`src/rtl/bcs_pkg.sv`:
```
package bcs_pkg;

  typedef enum logic [1:0] {
    CMD_ACT = 2'b00,
    CMD_RD  = 2'b01,
    CMD_WR  = 2'b10,
    CMD_PRE = 2'b11
  } cmd_e;

  // Clocks a burst occupies on the data pins
  function automatic logic [2:0] burst_clks(input logic chopped);
    return chopped ? 3'd2 : 3'd4;
  endfunction

endpackage

```
`src/rtl/bcs_bank_track.sv`:
```
module bcs_bank_track
  import bcs_pkg::*;
#(
  parameter int NBANK = 16,
  parameter int ROW_W = 18,
  parameter int CNT_W = 6,
  parameter int BK_W  = $clog2(NBANK)
) (
  input  logic             clk,
  input  logic             rst_n,
  input  logic             iss_valid,
  input  cmd_e             iss_type,
  input  logic [BK_W-1:0]  iss_bank,
  input  logic [ROW_W-1:0] iss_row,
  input  logic             iss_ap,
  input  logic [2:0]       iss_burst,
  input  logic [CNT_W-1:0] cfg_trcd,
  input  logic [CNT_W-1:0] cfg_trp,
  input  logic [BK_W-1:0]  q_bank,
  input  logic [ROW_W-1:0] q_row,
  output logic             q_open,
  output logic             q_hit,
  output logic             q_act_ok,
  output logic             q_col_ok,
  output logic             col_err
);
  localparam int TW = CNT_W + 1;

  logic [NBANK-1:0] open_q;
  logic [ROW_W-1:0] row_q   [NBANK];
  logic [TW-1:0]    act_cnt [NBANK];
  logic [TW-1:0]    col_cnt [NBANK];

  logic          is_col;
  logic [TW-1:0] trcd_ld, trp_ld, ap_ld;

  assign is_col  = (iss_type == CMD_RD) || (iss_type == CMD_WR);
  assign trcd_ld = (cfg_trcd == '0) ? '0 : TW'(cfg_trcd) - TW'(1);
  assign trp_ld  = (cfg_trp == '0) ? '0 : TW'(cfg_trp) - TW'(1);
  assign ap_ld   = TW'(cfg_trp) + TW'(iss_burst) - TW'(1);

  for (genvar i = 0; i < NBANK; i++) begin : g_bank
    logic sel;
    assign sel = iss_valid && (iss_bank == BK_W'(i));

    always_ff @(posedge clk) begin
      if (!rst_n) begin
        open_q[i]  <= 1'b0;
        row_q[i]   <= '0;
        act_cnt[i] <= '0;
        col_cnt[i] <= '0;
      end else begin
        if (sel && iss_type == CMD_ACT) begin
          open_q[i] <= 1'b1;
          row_q[i]  <= iss_row;
        end else if (sel && (iss_type == CMD_PRE || (is_col && iss_ap))) begin
          open_q[i] <= 1'b0;
        end

        if (sel && iss_type == CMD_PRE)       act_cnt[i] <= trp_ld;
        else if (sel && is_col && iss_ap)     act_cnt[i] <= ap_ld;
        else if (act_cnt[i] != '0)            act_cnt[i] <= act_cnt[i] - TW'(1);

        if (sel && iss_type == CMD_ACT)       col_cnt[i] <= trcd_ld;
        else if (col_cnt[i] != '0)            col_cnt[i] <= col_cnt[i] - TW'(1);
      end
    end

    // an auto-precharge column command leaves the bank closed
    a_r6_ap_closes: assert property (@(posedge clk) disable iff (!rst_n)
      (sel && is_col && iss_ap) |=> !open_q[i]);
  end

  assign q_open   = open_q[q_bank];
  assign q_hit    = (row_q[q_bank] == q_row);
  assign q_act_ok = (act_cnt[q_bank] == '0);
  assign q_col_ok = (col_cnt[q_bank] == '0);
  assign col_err  = iss_valid && is_col && !open_q[iss_bank];

  // column command only once the activate delay has run out
  a_r3_trcd_met: assert property (@(posedge clk) disable iff (!rst_n)
    (iss_valid && is_col) |-> (col_cnt[iss_bank] == '0));

  // activate only to a closed bank whose precharge time has run out
  a_r4_trp_met: assert property (@(posedge clk) disable iff (!rst_n)
    (iss_valid && iss_type == CMD_ACT) |-> (act_cnt[iss_bank] == '0 && !open_q[iss_bank]));

  // column command only to an open bank
  a_r2_col_open: assert property (@(posedge clk) disable iff (!rst_n)
    (iss_valid && is_col) |-> open_q[iss_bank]);

endmodule

```
`src/rtl/bcs_rd_window.sv`:
```
module bcs_rd_window #(
  parameter int CNT_W  = 6,
  parameter int MAX_CL = 32
) (
  input  logic             clk,
  input  logic             rst_n,
  input  logic             load,
  input  logic [CNT_W-1:0] cl,
  input  logic [2:0]       burst,
  output logic             rd_exp
);
  localparam int DEPTH = MAX_CL + 5;

  logic [DEPTH-1:0] sr_q, mask;

  always_comb begin
    for (int i = 0; i < DEPTH; i++)
      mask[i] = (i >= int'(cl)) && (i < int'(cl) + int'(burst));
  end

  always_ff @(posedge clk) begin
    if (!rst_n) sr_q <= '0;
    else        sr_q <= {1'b0, sr_q[DEPTH-1:1]} | (load ? mask : '0);
  end

  assign rd_exp = sr_q[0];

  // with no read in flight and none arriving, the window stays shut
  a_r8_quiet: assert property (@(posedge clk) disable iff (!rst_n)
    (sr_q == '0 && !load) |=> !rd_exp);

endmodule

```
`src/rtl/bank_cmd_seq.sv`:
```
module bank_cmd_seq
  import bcs_pkg::*;
#(
  parameter int X16    = 0,
  parameter int ROW_W  = 18,
  parameter int COL_W  = 10,
  parameter int CNT_W  = 6,
  parameter int MAX_CL = 32
) (
  input  logic             clk,
  input  logic             rst_n,
  input  logic [CNT_W-1:0] cfg_trcd,
  input  logic [CNT_W-1:0] cfg_trp,
  input  logic [CNT_W-1:0] cfg_cl,
  input  logic             cfg_otf_en,
  input  logic             cfg_bl8,
  input  logic             req_valid,
  output logic             req_ready,
  input  logic             req_write,
  input  logic [1:0]       req_bg,
  input  logic [1:0]       req_ba,
  input  logic [ROW_W-1:0] req_row,
  input  logic [COL_W-1:0] req_col,
  input  logic             req_autopre,
  input  logic             req_chop,
  output logic             cmd_valid,
  output logic [1:0]       cmd_type,
  output logic [1:0]       cmd_bg,
  output logic [1:0]       cmd_ba,
  output logic [ROW_W-1:0] cmd_addr,
  output logic             rd_data_expected,
  output logic             illegal_seq
);
  localparam int NBG   = (X16 != 0) ? 2 : 4;
  localparam int NBANK = NBG * 4;
  localparam int BK_W  = $clog2(NBANK);

  // Bank index and normalised bank group of the incoming request
  logic [BK_W-1:0] req_bank;
  logic [1:0]      req_bg_n;
  if (X16 != 0) begin : g_x16
    assign req_bank = {req_bg[0], req_ba};
    assign req_bg_n = {1'b0, req_bg[0]};
  end else begin : g_x8
    assign req_bank = {req_bg, req_ba};
    assign req_bg_n = req_bg;
  end

  // Pending request
  logic             pend_v, p_write, p_ap, p_chop;
  logic [BK_W-1:0]  p_bank;
  logic [1:0]       p_bg, p_ba;
  logic [ROW_W-1:0] p_row;
  logic [COL_W-1:0] p_col;

  // Bank state queried for the pending request
  logic q_open, q_hit, q_act_ok, q_col_ok, col_err;

  // Decision
  logic       act_fire, pre_fire, col_fire, iss_valid, chop_eff, accept;
  cmd_e       iss_type;
  logic [2:0] burst;
  logic [ROW_W-1:0] col_addr, iss_addr;

  assign chop_eff = cfg_otf_en ? p_chop : !cfg_bl8;
  assign burst    = burst_clks(chop_eff);

  assign col_fire  = pend_v && q_open && q_hit && q_col_ok;
  assign pre_fire  = pend_v && q_open && !q_hit;
  assign act_fire  = pend_v && !q_open && q_act_ok;
  assign iss_valid = col_fire || pre_fire || act_fire;

  always_comb begin
    if (act_fire)      iss_type = CMD_ACT;
    else if (pre_fire) iss_type = CMD_PRE;
    else if (p_write)  iss_type = CMD_WR;
    else               iss_type = CMD_RD;
  end

  always_comb begin
    col_addr              = '0;
    col_addr[COL_W-1:0]   = p_col;
    col_addr[10]          = p_ap;
    col_addr[12]          = !chop_eff;
  end

  always_comb begin
    if (act_fire)      iss_addr = p_row;
    else if (pre_fire) iss_addr = '0;
    else               iss_addr = col_addr;
  end

  assign req_ready = !pend_v || col_fire;
  assign accept    = req_valid && req_ready;

  always_ff @(posedge clk) begin
    if (!rst_n) begin
      pend_v  <= 1'b0;
      p_write <= 1'b0;
      p_ap    <= 1'b0;
      p_chop  <= 1'b0;
      p_bank  <= '0;
      p_bg    <= '0;
      p_ba    <= '0;
      p_row   <= '0;
      p_col   <= '0;
    end else if (accept) begin
      pend_v  <= 1'b1;
      p_write <= req_write;
      p_ap    <= req_autopre;
      p_chop  <= req_chop;
      p_bank  <= req_bank;
      p_bg    <= req_bg_n;
      p_ba    <= req_ba;
      p_row   <= req_row;
      p_col   <= req_col;
    end else if (col_fire) begin
      pend_v  <= 1'b0;
    end
  end

  always_ff @(posedge clk) begin
    if (!rst_n) begin
      cmd_valid   <= 1'b0;
      cmd_type    <= 2'b00;
      cmd_bg      <= '0;
      cmd_ba      <= '0;
      cmd_addr    <= '0;
      illegal_seq <= 1'b0;
    end else begin
      cmd_valid <= iss_valid;
      cmd_type  <= iss_valid ? iss_type : 2'b00;
      cmd_bg    <= iss_valid ? p_bg : 2'b00;
      cmd_ba    <= iss_valid ? p_ba : 2'b00;
      cmd_addr  <= iss_valid ? iss_addr : '0;
      if (col_err) illegal_seq <= 1'b1;
    end
  end

  bcs_bank_track #(
    .NBANK (NBANK),
    .ROW_W (ROW_W),
    .CNT_W (CNT_W),
    .BK_W  (BK_W)
  ) u_track (
    .clk       (clk),
    .rst_n     (rst_n),
    .iss_valid (iss_valid),
    .iss_type  (iss_type),
    .iss_bank  (p_bank),
    .iss_row   (p_row),
    .iss_ap    (p_ap),
    .iss_burst (burst),
    .cfg_trcd  (cfg_trcd),
    .cfg_trp   (cfg_trp),
    .q_bank    (p_bank),
    .q_row     (p_row),
    .q_open    (q_open),
    .q_hit     (q_hit),
    .q_act_ok  (q_act_ok),
    .q_col_ok  (q_col_ok),
    .col_err   (col_err)
  );

  bcs_rd_window #(
    .CNT_W  (CNT_W),
    .MAX_CL (MAX_CL)
  ) u_rdwin (
    .clk    (clk),
    .rst_n  (rst_n),
    .load   (col_fire && !p_write),
    .cl     (cfg_cl),
    .burst  (burst),
    .rd_exp (rd_data_expected)
  );

  // a waiting request is held unchanged until its column command
  a_r9_pend_hold: assert property (@(posedge clk) disable iff (!rst_n)
    (pend_v && !col_fire) |=> (pend_v && $stable(p_bank) && $stable(p_row) && $stable(p_col)));

  // an issued precharge or activate is followed by no column command in the same decision
  a_r9_single_cmd: assert property (@(posedge clk) disable iff (!rst_n)
    $onehot0({act_fire, pre_fire, col_fire}));

  // the sequence flag never rises
  a_r10_no_illegal: assert property (@(posedge clk) disable iff (!rst_n)
    !illegal_seq);

endmodule

```
`config.mk`:
```
export PLATFORM = sky130hd
export DESIGN_NAME = bank_cmd_seq
export DESIGN_NICKNAME = d
export VERILOG_FILES = /design/src/rtl/bcs_pkg.sv /design/src/rtl/bcs_bank_track.sv /design/src/rtl/bcs_rd_window.sv /design/src/rtl/bank_cmd_seq.sv
export SDC_FILE = /design/constraint.sdc
export NUM_CORES = 1
export LEC_CHECK = 0
export BUFFER_PORTS_ARGS = -buffer_cell sky130_fd_sc_hd__buf_2
export CORE_MARGIN = 2
export CORE_UTILIZATION = 35
export CTS_BUF_LIST = sky130_fd_sc_hd__clkbuf_8
export CTS_CLUSTER_SIZE = 24
export DETAILED_ROUTE_END_ITERATION = 6
export HOLD_SLACK_MARGIN = 0.02
export PLACE_DENSITY = 0.46
export REMOVE_ABC_BUFFERS = 1
export SYNTH_ARGS = -nofsm -noshare
export SYNTH_HDL_FRONTEND = slang
export SYNTH_SLANG_ARGS = --single-unit
```
`constraint.sdc`:
```
create_clock -name clk -period 13.55 [get_ports clk]
set_input_delay 0 -clock clk [delete_from_list [all_inputs] [get_ports clk]]
set_output_delay 0 -clock clk [all_outputs]
set_load 0.005 [all_outputs]
```
Yosys cells after proc, flatten, opt, wreduce, memory -nomap -nowiden
Memory sizes are Yosys's and may differ from the RTL's. A register that Yosys moved wholly into a read port is not among the register bits.
Cells that the tools add are included.

operators by class
  add/subtract/negate cells = 37
  order comparisons = 75
  equality and inequality tests = 19
  mux-type cells = 453
  bitwise gates (word level) = 97
  reductions and logical operators = 211

operators by type and width
  cell                 count
  $mux 7               82
  $lt 6x32->1 const A  16
  $mux 1               341
  $mux 18              17
  $lt 5x32->1 const A  8
  $sub 7x1->7 const B  33
  $reduce_bool 7->1    32
  $lt 7x32->1 const A  5
  $logic_and 1x1->1    144
  $lt 4x32->1 const A  4
  $ge 5x6->1 const A   16
  $or 1x1->1           96
  $lt 3x32->1 const A  2
  $ge 4x6->1 const A   8
  $mux 37              1
  $or 36x37->37        1
  $reduce_bool 2->1    17
  $eq 4x4->1 const B   8
  $lt 1x32->1 const A  1
  $lt 2x32->1 const A  1
  $ge 6x6->1 const A   5
  $ge 3x6->1 const A   4
  $mux 4               6
  $eq 18x18->1         1
  21 further kinds     43

word-level totals
  bits in registers = 119
  bits in writable memories = 512
  input bits = 58
  output and inout port bits = 28
  logic and storage cells = 927
  memories = 3

memory list
  name             depth  width  rd ports  clocked after memory_dff  write ports  RTL line              text
  u_track.row_q    16     18     1         1                         16           bcs_bank_track.sv:30  logic [ROW_W-1:0] row_q [NBANK];
  u_track.act_cnt  16     7      17        1                         16           bcs_bank_track.sv:31  logic [TW-1:0] act_cnt [NBANK];
  u_track.col_cnt  16     7      17        1                         16           bcs_bank_track.sv:32  logic [TW-1:0] col_cnt [NBANK];

Depth between registers and ports, before layout
Gate-level depths: netlist of run 1.

  depth in word-level cells = 16
  mapped depth = 20
  mapped depth without buffers = 16

By module
From an unflattened synthesis of run 1, not the netlist that was laid out.

second synthesis, totals
  cell total of the unflattened synthesis = 2975
  area total of the unflattened synthesis = 33026.7 um^2

by module, submodules not included
  module          times used  cells each  area an instance (um^2)  seq. area each (um^2)
  bcs_bank_track  1           2432        28466.1                  15695.1
  bank_cmd_seq    1           266         2391.0                   1241.2
  bcs_rd_window   1           277         2169.6                   740.7

Worst setup path before layout of run 1
Ideal clock, no wire load.

  kind = register -> register
  start point = register with a tool-made name
  end point = memory u_track.row_q[10][0] (enable)
  library setup time = 418 ps
  arrival time = 5085 ps
  setup slack = 8047 ps
  cell stages (with the launch flop) = 18
  cell sequence = dfxtp_1 -> buf_2 -> buf_4 -> buf_4 -> mux4_2 -> a22oi_1 -> a21oi_1 -> a211oi_1 -> nand2_1 -> nand4b_1 -> o21ai_0 -> a21oi_1 -> inv_1 -> ha_1 -> clkbuf_1 -> nand2_1 -> clkbuf_1 -> o21ai_0

RTL lines
  item       RTL line
  to (decl)  bcs_bank_track.sv:30

==> results.py, run 1 <==
metrics = {
    "yosys": {
        "yosysTopAreaCellShare_pct": 46.1,
        "syn_inst": 2898,
        "yosys-top-cells-area": "edfxtp_1 46%, dfxtp_1 7.1%, and2_1 5.5%",
        "yosysSeqAreaShare_pct": 53.3,
        "ys_async_sr_fraction_pct": 0,
        "netlist_area_um2": 33300,
        "synth_area_leader_cell": "edfxtp_1",
        "syn_area_per_cell_um2": 11.5,
        "yosys_warnings": 0,
        "synth-edff-count": 512,
        "ys_seq_elements": 631,
        "yosysUniqueCellTypes": 73,
        "ys.flop_type": "edfxtp_1",
    },
    "drt": {
        "postRouteAntennaNets": 0,
        "drc": 1,
        "drt_first_iter_violations": 2016,
        "vias": 24200,
        "wl_per_cell_um": 24.3,
        "drt_pass1_iterations": 7,
        "totalWireLength_um": 107000,
        "drt-vias-per-instance": 5.49,
    },
    "floorplanning": {
        "die_x_um": 313,
        "fp.coreArea_um2": 94700,
        "die_area_um2": 97700,
        "start_util_pct": 35.2,
        "core.rowCount": 113,
        "ios": 86,
        "die_height_um": 313,
    },
    "pwr": {
        "pwr-share-clk_pct": 27.6,
        "p_int_uw": 4330,
        "switchingPower_uw": 2240,
        "sequentialPowerShare_pct": 42.9,
        "power.share.switching_pct": 34.1,
        "ir_drop_mv": 0.0749,
        "power_density_nw_per_um2": 172,
        "p_leak_uw": 0.0143,
        "comb_power_share_pct": 29.5,
        "power_uw": 6560,
    },
    "job": {
        "maxCapViolations": 0,
    },
    "clock_tree": {
        "cts_buffers": 114,
        "clock_path_buffers": 3,
        "clkTransAtPathRegs_ns": 0.06,
        "numClockSinks": 631,
        "cts_tree": "built",
        "htree_num_levels": 3,
        "clk_latency_ns": 0.76,
        "cts_resized": 0,
        "root_buffer": "clkbuf_8",
    },
    "placed_design": {
        "place_ws_ns": 5.59,
        "placed_area_um2": 35100,
        "place_congestion": 0.834,
        "hpwl_um": 70400,
        "dp.cells": 4113,
        "port-buffer-count": 85,
    },
    "timing": {
        "setup_viol": 0,
        "max_freq_mhz": 126,
        "maxSlewHeadroom_pct": 14.6,
        "finalSetupTns_ns": 0,
        "max_slew.worst_pin.slew_ns": 1.27,
        "fin_worst_skew_ns": 0.0332,
        "hold_viol": 0,
        "setup_slack_ns": 5.60,
        "slew_violations": 0,
        "min_period_ns": 7.95,
        "rsz0062_at_grt": "no",
        "post-route-period-util_pct": 58.7,
    },
    "finish": {
        "instances_no_fill": 4411,
        "syn2layout_area_growth_pct": 14.5,
        "layout_commonest_cell": "edfxtp_1",
        "drive_above_1_share_pct": 14.3,
        "seq_area_um2": 17800,
        "n_fill_cell": 9144,
        "design_area_um2": 38200,
        "layout_common_cells": "512 x edfxtp_1, 293 x and2_1, 213 x o22ai_1, 172 x nand2_1, 167 x inv_1",
        "fin_nets": 3187,
        "multi_input_area_um2": 14400,
    },
    "run_status": {
        "violations": "design-rule violations",
        "status": "finished, violations left",
    },
    "hold_path": {
        "hold_path.class": "in -> reg",
        "whs_path_depth": 4,
    },
    "global_routing": {
        "grt_pass1_wl_um": 160000,
        "grt_pass1_vias": 24900,
        "grt.total_usage_pct": 21.7,
        "grt_remaining_overflow": 0,
        "antenna_found_initial": 3,
        "grt_max_degree": 73,
    },
    "setup_path": {
        "worst-setup-path-type": "reg -> reg",
        "cp_max_fo": 47,
        "critPathCaptureType": "flop",
        "crit_required_ns": 13.92,
        "cp.arrival_ns": 8.32,
        "worstSetupStartpointType": "flop",
        "max_stage_delay_ns": 1.20,
        "worst_path_max_delay_cell": "o21ai_2",
        "ff2ff_path_depth": 13,
        "crit_chain": "buf_4 > mux4_2 > mux4_2 > xnor2_1 > o21ai_1 > nor4b_2 > nand3_1 > o21ai_2 > a21oi_1 > inv_1 > ha_1 > nand3_1 > o21ai_2",
    },
}
[synthesized netlist by cell type (all sizes together) (43+ instances only)]
cell type / number
a22oi: 43
and2: 294
buf: 62
clkbuf: 139
dfxtp: 119
edfxtp: 512
ha: 82
inv: 110
mux2i: 73
mux4: 54
nand2: 173
nand3: 77
nor2: 126
nor3: 107
o21ai: 100
o22ai: 213
or3: 59
xnor2: 129
xor2: 65
[per-stage QoR]
step	utilization (%)	hold WS, ns
after detailed placement	37.0	0.254
after floorplan	-	0.107
final	40.3	0.0689
after global routing	40.3	0.0585
after CTS	40.3	0.0251
after global placement	37.0	0.245
[path summary, 6_finish.rpt]
kind / start / to / slack, ns
max: flop / u_track.row_q[15][8] / 5.60
min: req_row[12] / p_row[12] / 0.07
max reg2reg: flop / u_track.row_q[15][8] / 5.60
min reg2reg: u_rdwin.sr_q[34] / u_rdwin.sr_q[33] / 0.44
[what timing repair did]
| item | CTS | global route |
|---|---|---|
| buffers inserted | 0 | 0 |
| hold buffers | 81 | 0 |
| hold endpoints to repair | 103 | 0 |
[final cells by class]
class,instances,area share (%)
Inverter,113,1.11
Clock buffer,137,4.94
Clock inverter,79,1.06
Timing Repair Buffer,232,4.56
Tap cell,1265,4.15
Antenna cell,1,0.00656
Multi-Input combinational cell,1953,37.6
Sequential cell,631,46.5
[layer usage]
metal | wire, um | global-route usage (%) | up-vias | share of wire [%]
met5 | 13 | 0 | - | 0.012
li1 | - | - | 11200 | -
met1 | 46300 | 28.3 | 12200 | 43
met4 | 3080 | 6.74 | 2 | 2.9
met2 | 53100 | 37.2 | 679 | 50
met3 | 4770 | 3.07 | 176 | 4.4
[kinds of logic (layout without fill, tap and decap cells)]
| family | Yosys count | after routing | share of synthesized area [%] |
|---|---|---|---|
| adders and majority gates | 84 | 84 | 3.20 |
| muxes | 130 | 130 | 5.94 |
| and+or+nand+nor | 982 | 982 | 16.0 |
| AOI/OAI and AO/OA | 563 | 563 | 12.5 |
| other | 0 | 1 | 0 |
| xor gates and xnor gates | 194 | 194 | 5.10 |
| buffers and inverters | 314 | 561 | 3.92 |
| DFF | 631 | 631 | 53.3 |
[power groups by stage]
stage	Combinational [uW]	Clock, uW	Sequential (uW)
after CTS	1930	1850	2810
after floorplan	1430	0	2780
after detailed placement	1890	0	2850
after global placement	1860	0	2830
after global routing	2140	1930	2860
final	1940	1810	2820
[worst max-delay path, delay by kind of cell (launching register included)]
kind | cells | cell delay [ns]
AND/OR/NAND/NOR | 3 | 1.55
XOR/XNOR | 1 | 0.16
buffers and inverters | 2 | 0.95
AO/OA/AOI/OAI | 4 | 2.38
flip-flops | 1 | 0.68
adder cells (fa/ha/maj) | 1 | 0.68
multiplexers | 2 | 1.10
[flip-flops by register name, summed over array words and instances, names as in the netlist, named ones only]
register         cells
cmd_addr            18
cmd_ba               2
cmd_bg               2
cmd_type             2
cmd_valid            1
illegal_seq          1
p_ap                 1
p_bank               4
p_chop               1
p_col               10
p_row               18
p_write              1
pend_v               1
u_rdwin.sr_q        37
u_track.act_cnt    112
u_track.col_cnt    112
u_track.open_q      16
u_track.row_q      288
Power figures use the tool's default switching activity.
==> run 2: changes to the inputs <==
--- a/config.mk
+++ b/config.mk
@@ -5,6 +5,7 @@
 export SDC_FILE = /design/constraint.sdc
 export NUM_CORES = 1
 export LEC_CHECK = 0
+export ABC_AREA = 1
 export BUFFER_PORTS_ARGS = -buffer_cell sky130_fd_sc_hd__buf_2
 export CORE_MARGIN = 2
 export CORE_UTILIZATION = 35
@@ -12,7 +13,7 @@
 export CTS_CLUSTER_SIZE = 24
 export DETAILED_ROUTE_END_ITERATION = 6
 export HOLD_SLACK_MARGIN = 0.02
-export PLACE_DENSITY = 0.46
+export PLACE_DENSITY = 0.47
 export REMOVE_ABC_BUFFERS = 1
 export SYNTH_ARGS = -nofsm -noshare
 export SYNTH_HDL_FRONTEND = slang
==> constraint.sdc (replaced) <==
create_clock -name clk -period 6.72 [get_ports clk]
set_input_delay 0 -clock clk [delete_from_list [all_inputs] [get_ports clk]]
set_output_delay 0 -clock clk [all_outputs]
set_load 0.005 [all_outputs]
==> results.py, run 2 <==
metrics = {
    "run_status": {
        "status": "completed",
    },
    "global_routing": {
        "grt_remaining_overflow": 0,
        "grt_pass1_vias": 29300,
        "grt_max_degree": 81,
        "grt_pass1_wl_um": 186000,
        "antenna_found_initial": 7,
        "grt.total_usage_pct": 23.6,
    },
    "clock_tree": {
        "cts_tree": "built",
        "cts_buffers": 115,
        "clk_latency_ns": 0.82,
        "ctsHoldBuffers": 125,
        "root_buffer": "clkbuf_8",
        "cts_setup_buffers": 0,
        "htree_num_levels": 3,
        "clock_path_buffers": 3,
        "cts_resized": 0,
        "clkTransAtPathRegs_ns": 0.06,
        "numClockSinks": 631,
    },
    "timing": {
        "max_slew.worst_pin.slew_ns": 1.16,
        "hold-worst-slack_ns": 0.115,
        "rsz0062_at_grt": "no",
        "setup_viol": 0,
        "slew_violations": 0,
        "finalSetupTns_ns": 0,
        "post-route-period-util_pct": 85.9,
        "hold_viol": 0,
        "fin_worst_skew_ns": 0.0525,
        "maxSlewHeadroom_pct": 22.4,
        "max_freq_mhz": 173,
        "min_period_ns": 5.77,
    },
    "finish": {
        "utilization_pct": 40.4,
        "layout_commonest_cell": "nand2_1",
        "drive_above_1_share_pct": 8.72,
        "largest_register_ffs": 288,
        "instances_no_fill": 6094,
        "syn2layout_area_growth_pct": 14.7,
        "top_regs": "u_track.row_q: 288 flops, u_track.act_cnt: 112 flops, u_track.col_cnt: 112 flops",
        "largest-register": "u_track.row_q",
        "design_area_um2": 41000,
        "fin_nets": 4771,
        "layout_common_cells": "1112 x nand2_1, 703 x nor2_1, 512 x edfxtp_1, 484 x inv_1, 367 x nand3_1",
    },
    "pwr": {
        "p_leak_uw": 0.0176,
        "pwr-share-clk_pct": 26.3,
        "comb_power_share_pct": 32.1,
        "power_density_nw_per_um2": 326,
        "sequentialPowerShare_pct": 41.6,
        "switchingPower_uw": 4980,
        "power.share.switching_pct": 37.2,
        "ir_drop_mv": 0.188,
        "p_int_uw": 8410,
    },
    "placed_design": {
        "place_congestion": 0.898,
        "hpwl_um": 79100,
        "dp.cells": 5755,
        "port-buffer-count": 85,
        "placed_area_um2": 37600,
    },
    "yosys": {
        "syn_area_per_cell_um2": 8.10,
        "ys_async_sr_fraction_pct": 0,
        "yosys-top-cells-area": "edfxtp_1 43%, nand2_1 12%, nor2_1 7.4%",
        "synthTopCellsByCount": "1113 x nand2_1, 705 x nor2_1, 512 x edfxtp_1",
        "yosysUniqueCellTypes": 51,
        "synth-edff-count": 512,
        "yosys_warnings": 0,
        "ys.flop_type": "edfxtp_1",
        "syn_inst": 4417,
        "ys_seq_elements": 631,
        "synth_area_leader_cell": "edfxtp_1",
        "yosysSeqAreaShare_pct": 49.7,
        "yosysTopAreaCellShare_pct": 43.0,
        "netlist_area_um2": 35800,
        "synth.most_common_cell": "nand2_1",
    },
    "drt": {
        "drc": 0,
        "drt-vias-per-instance": 5.09,
        "postRouteAntennaNets": 0,
        "wl_per_cell_um": 20.5,
        "totalWireLength_um": 125000,
        "drt_first_iter_violations": 2674,
        "vias": 31000,
        "drt_pass1_iterations": 6,
    },
    "setup_path": {
        "critPathCaptureType": "flop",
        "cp.arrival_ns": 6.19,
        "cp_max_fo": 54,
        "worst-setup-path-type": "reg -> reg",
        "crit_required_ns": 7.13,
        "r2r_slack_ns": 0.95,
        "worstSetupStartpointType": "flop",
        "ff2ff_path_depth": 20,
    },
    "floorplanning": {
        "core.rowCount": 117,
        "ios": 86,
        "fp.coreArea_um2": 102000,
        "die_x_um": 324,
        "die_height_um": 324,
        "die_area_um2": 105000,
        "start_util_pct": 35.2,
    },
    "hold_path": {
        "whs_path_depth": 7,
        "min_from": "cfg_trp[3]",
        "hold_path.class": "in -> reg",
    },
    "job": {
        "maxCapViolations": 0,
    },
}
-- run 2: cell types whose count changed after synthesis, sizes merged, moves of 198 or more --
cell   change
o22ai    -198
nand3    +297
and2     -294
inv      +359
nor2     +615
nand2    +963
-- run 2: path summary, 6_finish.rpt --
| kind | endpoint |
|---|---|
| min reg2reg | u_rdwin.sr_q[27] |
| max | u_track.act_cnt[9][6] |
| min | u_track.act_cnt[1][4] |
| max reg2reg | u_track.act_cnt[9][6] |
-- run 2: cell families after synthesis --
kind of cell,share of synthesized area (%)
AO/OA/AOI/OAI,7.18
XOR/XNOR,3.89
adder cells (fa/ha/maj),2.98
buffers and inverters,7.82
flip-flops,49.7
multiplexers,0.0280
AND/OR/NAND/NOR,28.5
-- run 2: per-stage QoR --
stage | total power, uW | worst slack, ns
finish | 13400 | 0.947
global route | 14300 | 0.571
CTS | 13500 | 1.00
detailed placement | 9830 | 1.08
global placement | 9850 | 1.05
floorplan | 8630 | -3.91
-- run 2: worst max-delay path: stages (launching register included) --
cell and delay (ns):
dfxtp_4 0.70, inv_4 0.36, o21ai_0 0.34, nand3_1 0.11, nand3_1 0.16, nand2_1 0.08
nand2_1 0.06, nand2_1 0.07, nor2_1 0.29, nand2_1 0.18, nor2_1 0.19, nand3_1 0.13
nand2_2 0.40, a21oi_1 0.17, ha_1 0.23, buf_4 0.19, inv_1 0.35, buf_4 0.30
nor2_1 0.11, nor2_1 0.48, nand3b_1 0.42
-- run 2: power by group through the flow --
stage	combinational (uW)	clock [uW]	sequential (uW)
6_report	4300	3520	5560
5_1_grt	4880	3780	5640
4_1_cts	4290	3620	5560
3_5_place_dp	4190	0	5630
3_3_place_gp	4210	0	5640
2_1_floorplan	3110	0	5520
-- run 2: layout make-up --
class                           instances  area [um2]
Antenna cell                            3        7.51
Clock buffer                          124        1710
Clock inverter                         87         432
Fill cell                           10600       60600
Inverter                              490        1850
Multi-Input combinational cell       3110       15300
Sequential cell                       631       17800
Tap cell                             1368        1710
Timing Repair Buffer                  281        2300
-- run 2: metal layers --
metal / part of all wire, % / vias to the layer above / track usage, %
met1: 46 / 14900 / 33.6
met2: 45 / 958 / 37.4
met5: 0 / - / 0
met4: 2.7 / 0 / 7.04
li1: - / 14900 / -
met3: 6.1 / 195 / 3.22
==> run 3: changes to the inputs <==
--- a/config.mk
+++ b/config.mk
@@ -13,7 +13,6 @@
 export CTS_CLUSTER_SIZE = 24
 export DETAILED_ROUTE_END_ITERATION = 6
 export HOLD_SLACK_MARGIN = 0.02
-export PLACE_DENSITY = 0.47
 export REMOVE_ABC_BUFFERS = 1
 export SYNTH_ARGS = -nofsm -noshare
 export SYNTH_HDL_FRONTEND = slang
==> results.py, run 3 (synthesis gave the netlist of run 2 again) <==
metrics = {
    "run_status": {
        "status": "completed",
    },
    "drt": {
        "vias": 31000,
        "drt-vias-per-instance": 5.13,
        "drc": 0,
        "wl_per_cell_um": 18.7,
        "postRouteAntennaNets": 0,
        "drt_pass1_iterations": 6,
        "totalWireLength_um": 113000,
        "drt_first_iter_violations": 3153,
    },
    "floorplanning": {
        "fp.coreArea_um2": 102000,
        "start_util_pct": 35.2,
        "die_x_um": 324,
        "core.rowCount": 117,
        "die_height_um": 324,
        "die_area_um2": 105000,
        "ios": 86,
    },
    "setup_path": {
        "crit_chain": "buf_12 > nor2_1 > nor2_1 > o21ai_0 > nand3_1 > nand3_1 > nand3_1 > nand2_1 > nor2_1 > nand2_1 > nor2_1 > nand3_1 > nand2_2 > a21oi_1 > ha_1 > nor2_1 > inv_1 > nor2_1 > buf_4 > inv_1 > nor2_1 > inv_1 > nand4_1",
        "crit_required_ns": 7.09,
        "worst_path_max_delay_cell": "buf_12",
        "critical_path.most_common_cell": "nor2_1",
        "critPathBufInv": 5,
        "worstSetupStartpointType": "flop",
        "cp.arrival_ns": 6.11,
        "max_stage_delay_ns": 0.55,
        "worst-setup-path-type": "reg -> reg",
        "r2r_slack_ns": 0.98,
        "cp_max_fo": 170,
        "critPathCaptureType": "flop",
        "cp_top_family": "simple AND/OR/NAND/NOR gates",
    },
    "clock_tree": {
        "numClockSinks": 631,
        "clkTransAtPathRegs_ns": 0.07,
        "clock_path_buffers": 3,
        "cts_setup_buffers": 0,
        "cts_resized": 0,
        "cts_tree": "built",
        "clk_latency_ns": 0.75,
        "cts_buffers": 108,
        "root_buffer": "clkbuf_8",
        "htree_num_levels": 3,
    },
    "pwr": {
        "power_density_nw_per_um2": 329,
        "ir_drop_mv": 0.187,
        "power_uw": 13300,
        "p_leak_uw": 0.0174,
    },
    "timing": {
        "max_freq_mhz": 174,
        "max_slew.worst_pin.slew_ns": 1.20,
        "maxSlewHeadroom_pct": 19.8,
        "hold-worst-slack_ns": 0.102,
        "post-route-period-util_pct": 85.4,
        "hold_viol": 0,
        "rsz0062_at_grt": "no",
        "slew_violations": 0,
        "setup_viol": 0,
        "setup_slack_ns": 0.979,
        "min_period_ns": 5.74,
        "fin_worst_skew_ns": 0.0416,
    },
    "finish": {
        "seq_area_um2": 17800,
        "fin_nets": 4719,
        "top_regs": "u_track.row_q: 288 flops, u_track.act_cnt: 112 flops, u_track.col_cnt: 112 flops",
        "layout_common_cells": "1112 x nand2_1, 703 x nor2_1, 512 x edfxtp_1, 472 x inv_1, 367 x nand3_1",
        "syn2layout_area_growth_pct": 13.4,
        "layout_commonest_cell": "nand2_1",
        "largest_register_ffs": 288,
        "instances_no_fill": 6034,
        "largest-register": "u_track.row_q",
        "n_fill_cell": 10400,
        "utilization_pct": 39.9,
        "drive_above_1_share_pct": 8.96,
        "multi_input_area_um2": 15300,
        "diodes": 0,
    },
    "global_routing": {
        "antenna_found_initial": 3,
        "grt_max_degree": 171,
        "grt_pass1_wl_um": 171000,
        "grt_remaining_overflow": 0,
        "grt.total_usage_pct": 21.2,
        "grt_pass1_vias": 29100,
    },
    "placed_design": {
        "place_congestion": 0.928,
        "place_ws_ns": 1.18,
        "hpwl_um": 72600,
        "dp.cells": 5747,
        "port-buffer-count": 85,
    },
    "hold_path": {
        "hold_path.class": "in -> reg",
    },
    "job": {
        "maxCapViolations": 0,
    },
}
[run 3: cell type report]
type                       count  share of cell area (%)
inverter                     490                    4.56
multi-input combinational   3110                    37.6
tap                         1368                    4.22
timing repair buffer         236                    4.48
clock buffer                 130                    4.41
sequential                   631                    43.8
clock inverter                69                   0.941
[run 3: routing by layer]
metal | track usage (%) | routed length [um] | vias up
met3 | 3.61 | 9330 | 234
met2 | 33.6 | 50900 | 1277
met5 | 0 | 0 | -
met4 | 7.41 | 3850 | 0
met1 | 29.1 | 48600 | 14600
li1 | - | - | 14800
[run 3: repair_timing]
action / 4_1_cts / 5_1_grt
endpoints found under the setup margin: 0 / 0
hold buffers: 88 / 0
hold endpoints to repair: 102 / 0
[run 3: worst register-to-register path: cells and delay by family, from the launching register on]
family,cells,cell delay (ns)
fa+ha+maj,1,0.48
compound gates,2,0.28
buf+inv,5,1.22
simple gates,15,2.93
flops,1,0.48
[run 3: stage by stage]
step,setup TNS [ns],area (um2)
CTS,0,40600
floorplan,-3850.93,34800
global placement,0,37500
detailed placement,0,37500
global route,0,40600
finish,0,40600
[run 3: where the power goes]
part,leakage (uW),internal (uW),switching [uW]
clock network,0.00126,1870,1680
registers,0.00651,5120,437
logic,0.00964,1490,2740
total,0.0174,8470,4860
[run 3: path summary, 6_finish.rpt]
path | cells past startpoint | start | to
worst max-delay path | 23 | flop | u_track.act_cnt[5][0]
worst max register to register | 23 | flop | u_track.act_cnt[5][0]
worst min-delay path | 4 | req_row[15] | p_row[15]
worst min register to register | 2 | u_rdwin.sr_q[8] | u_rdwin.sr_q[7]
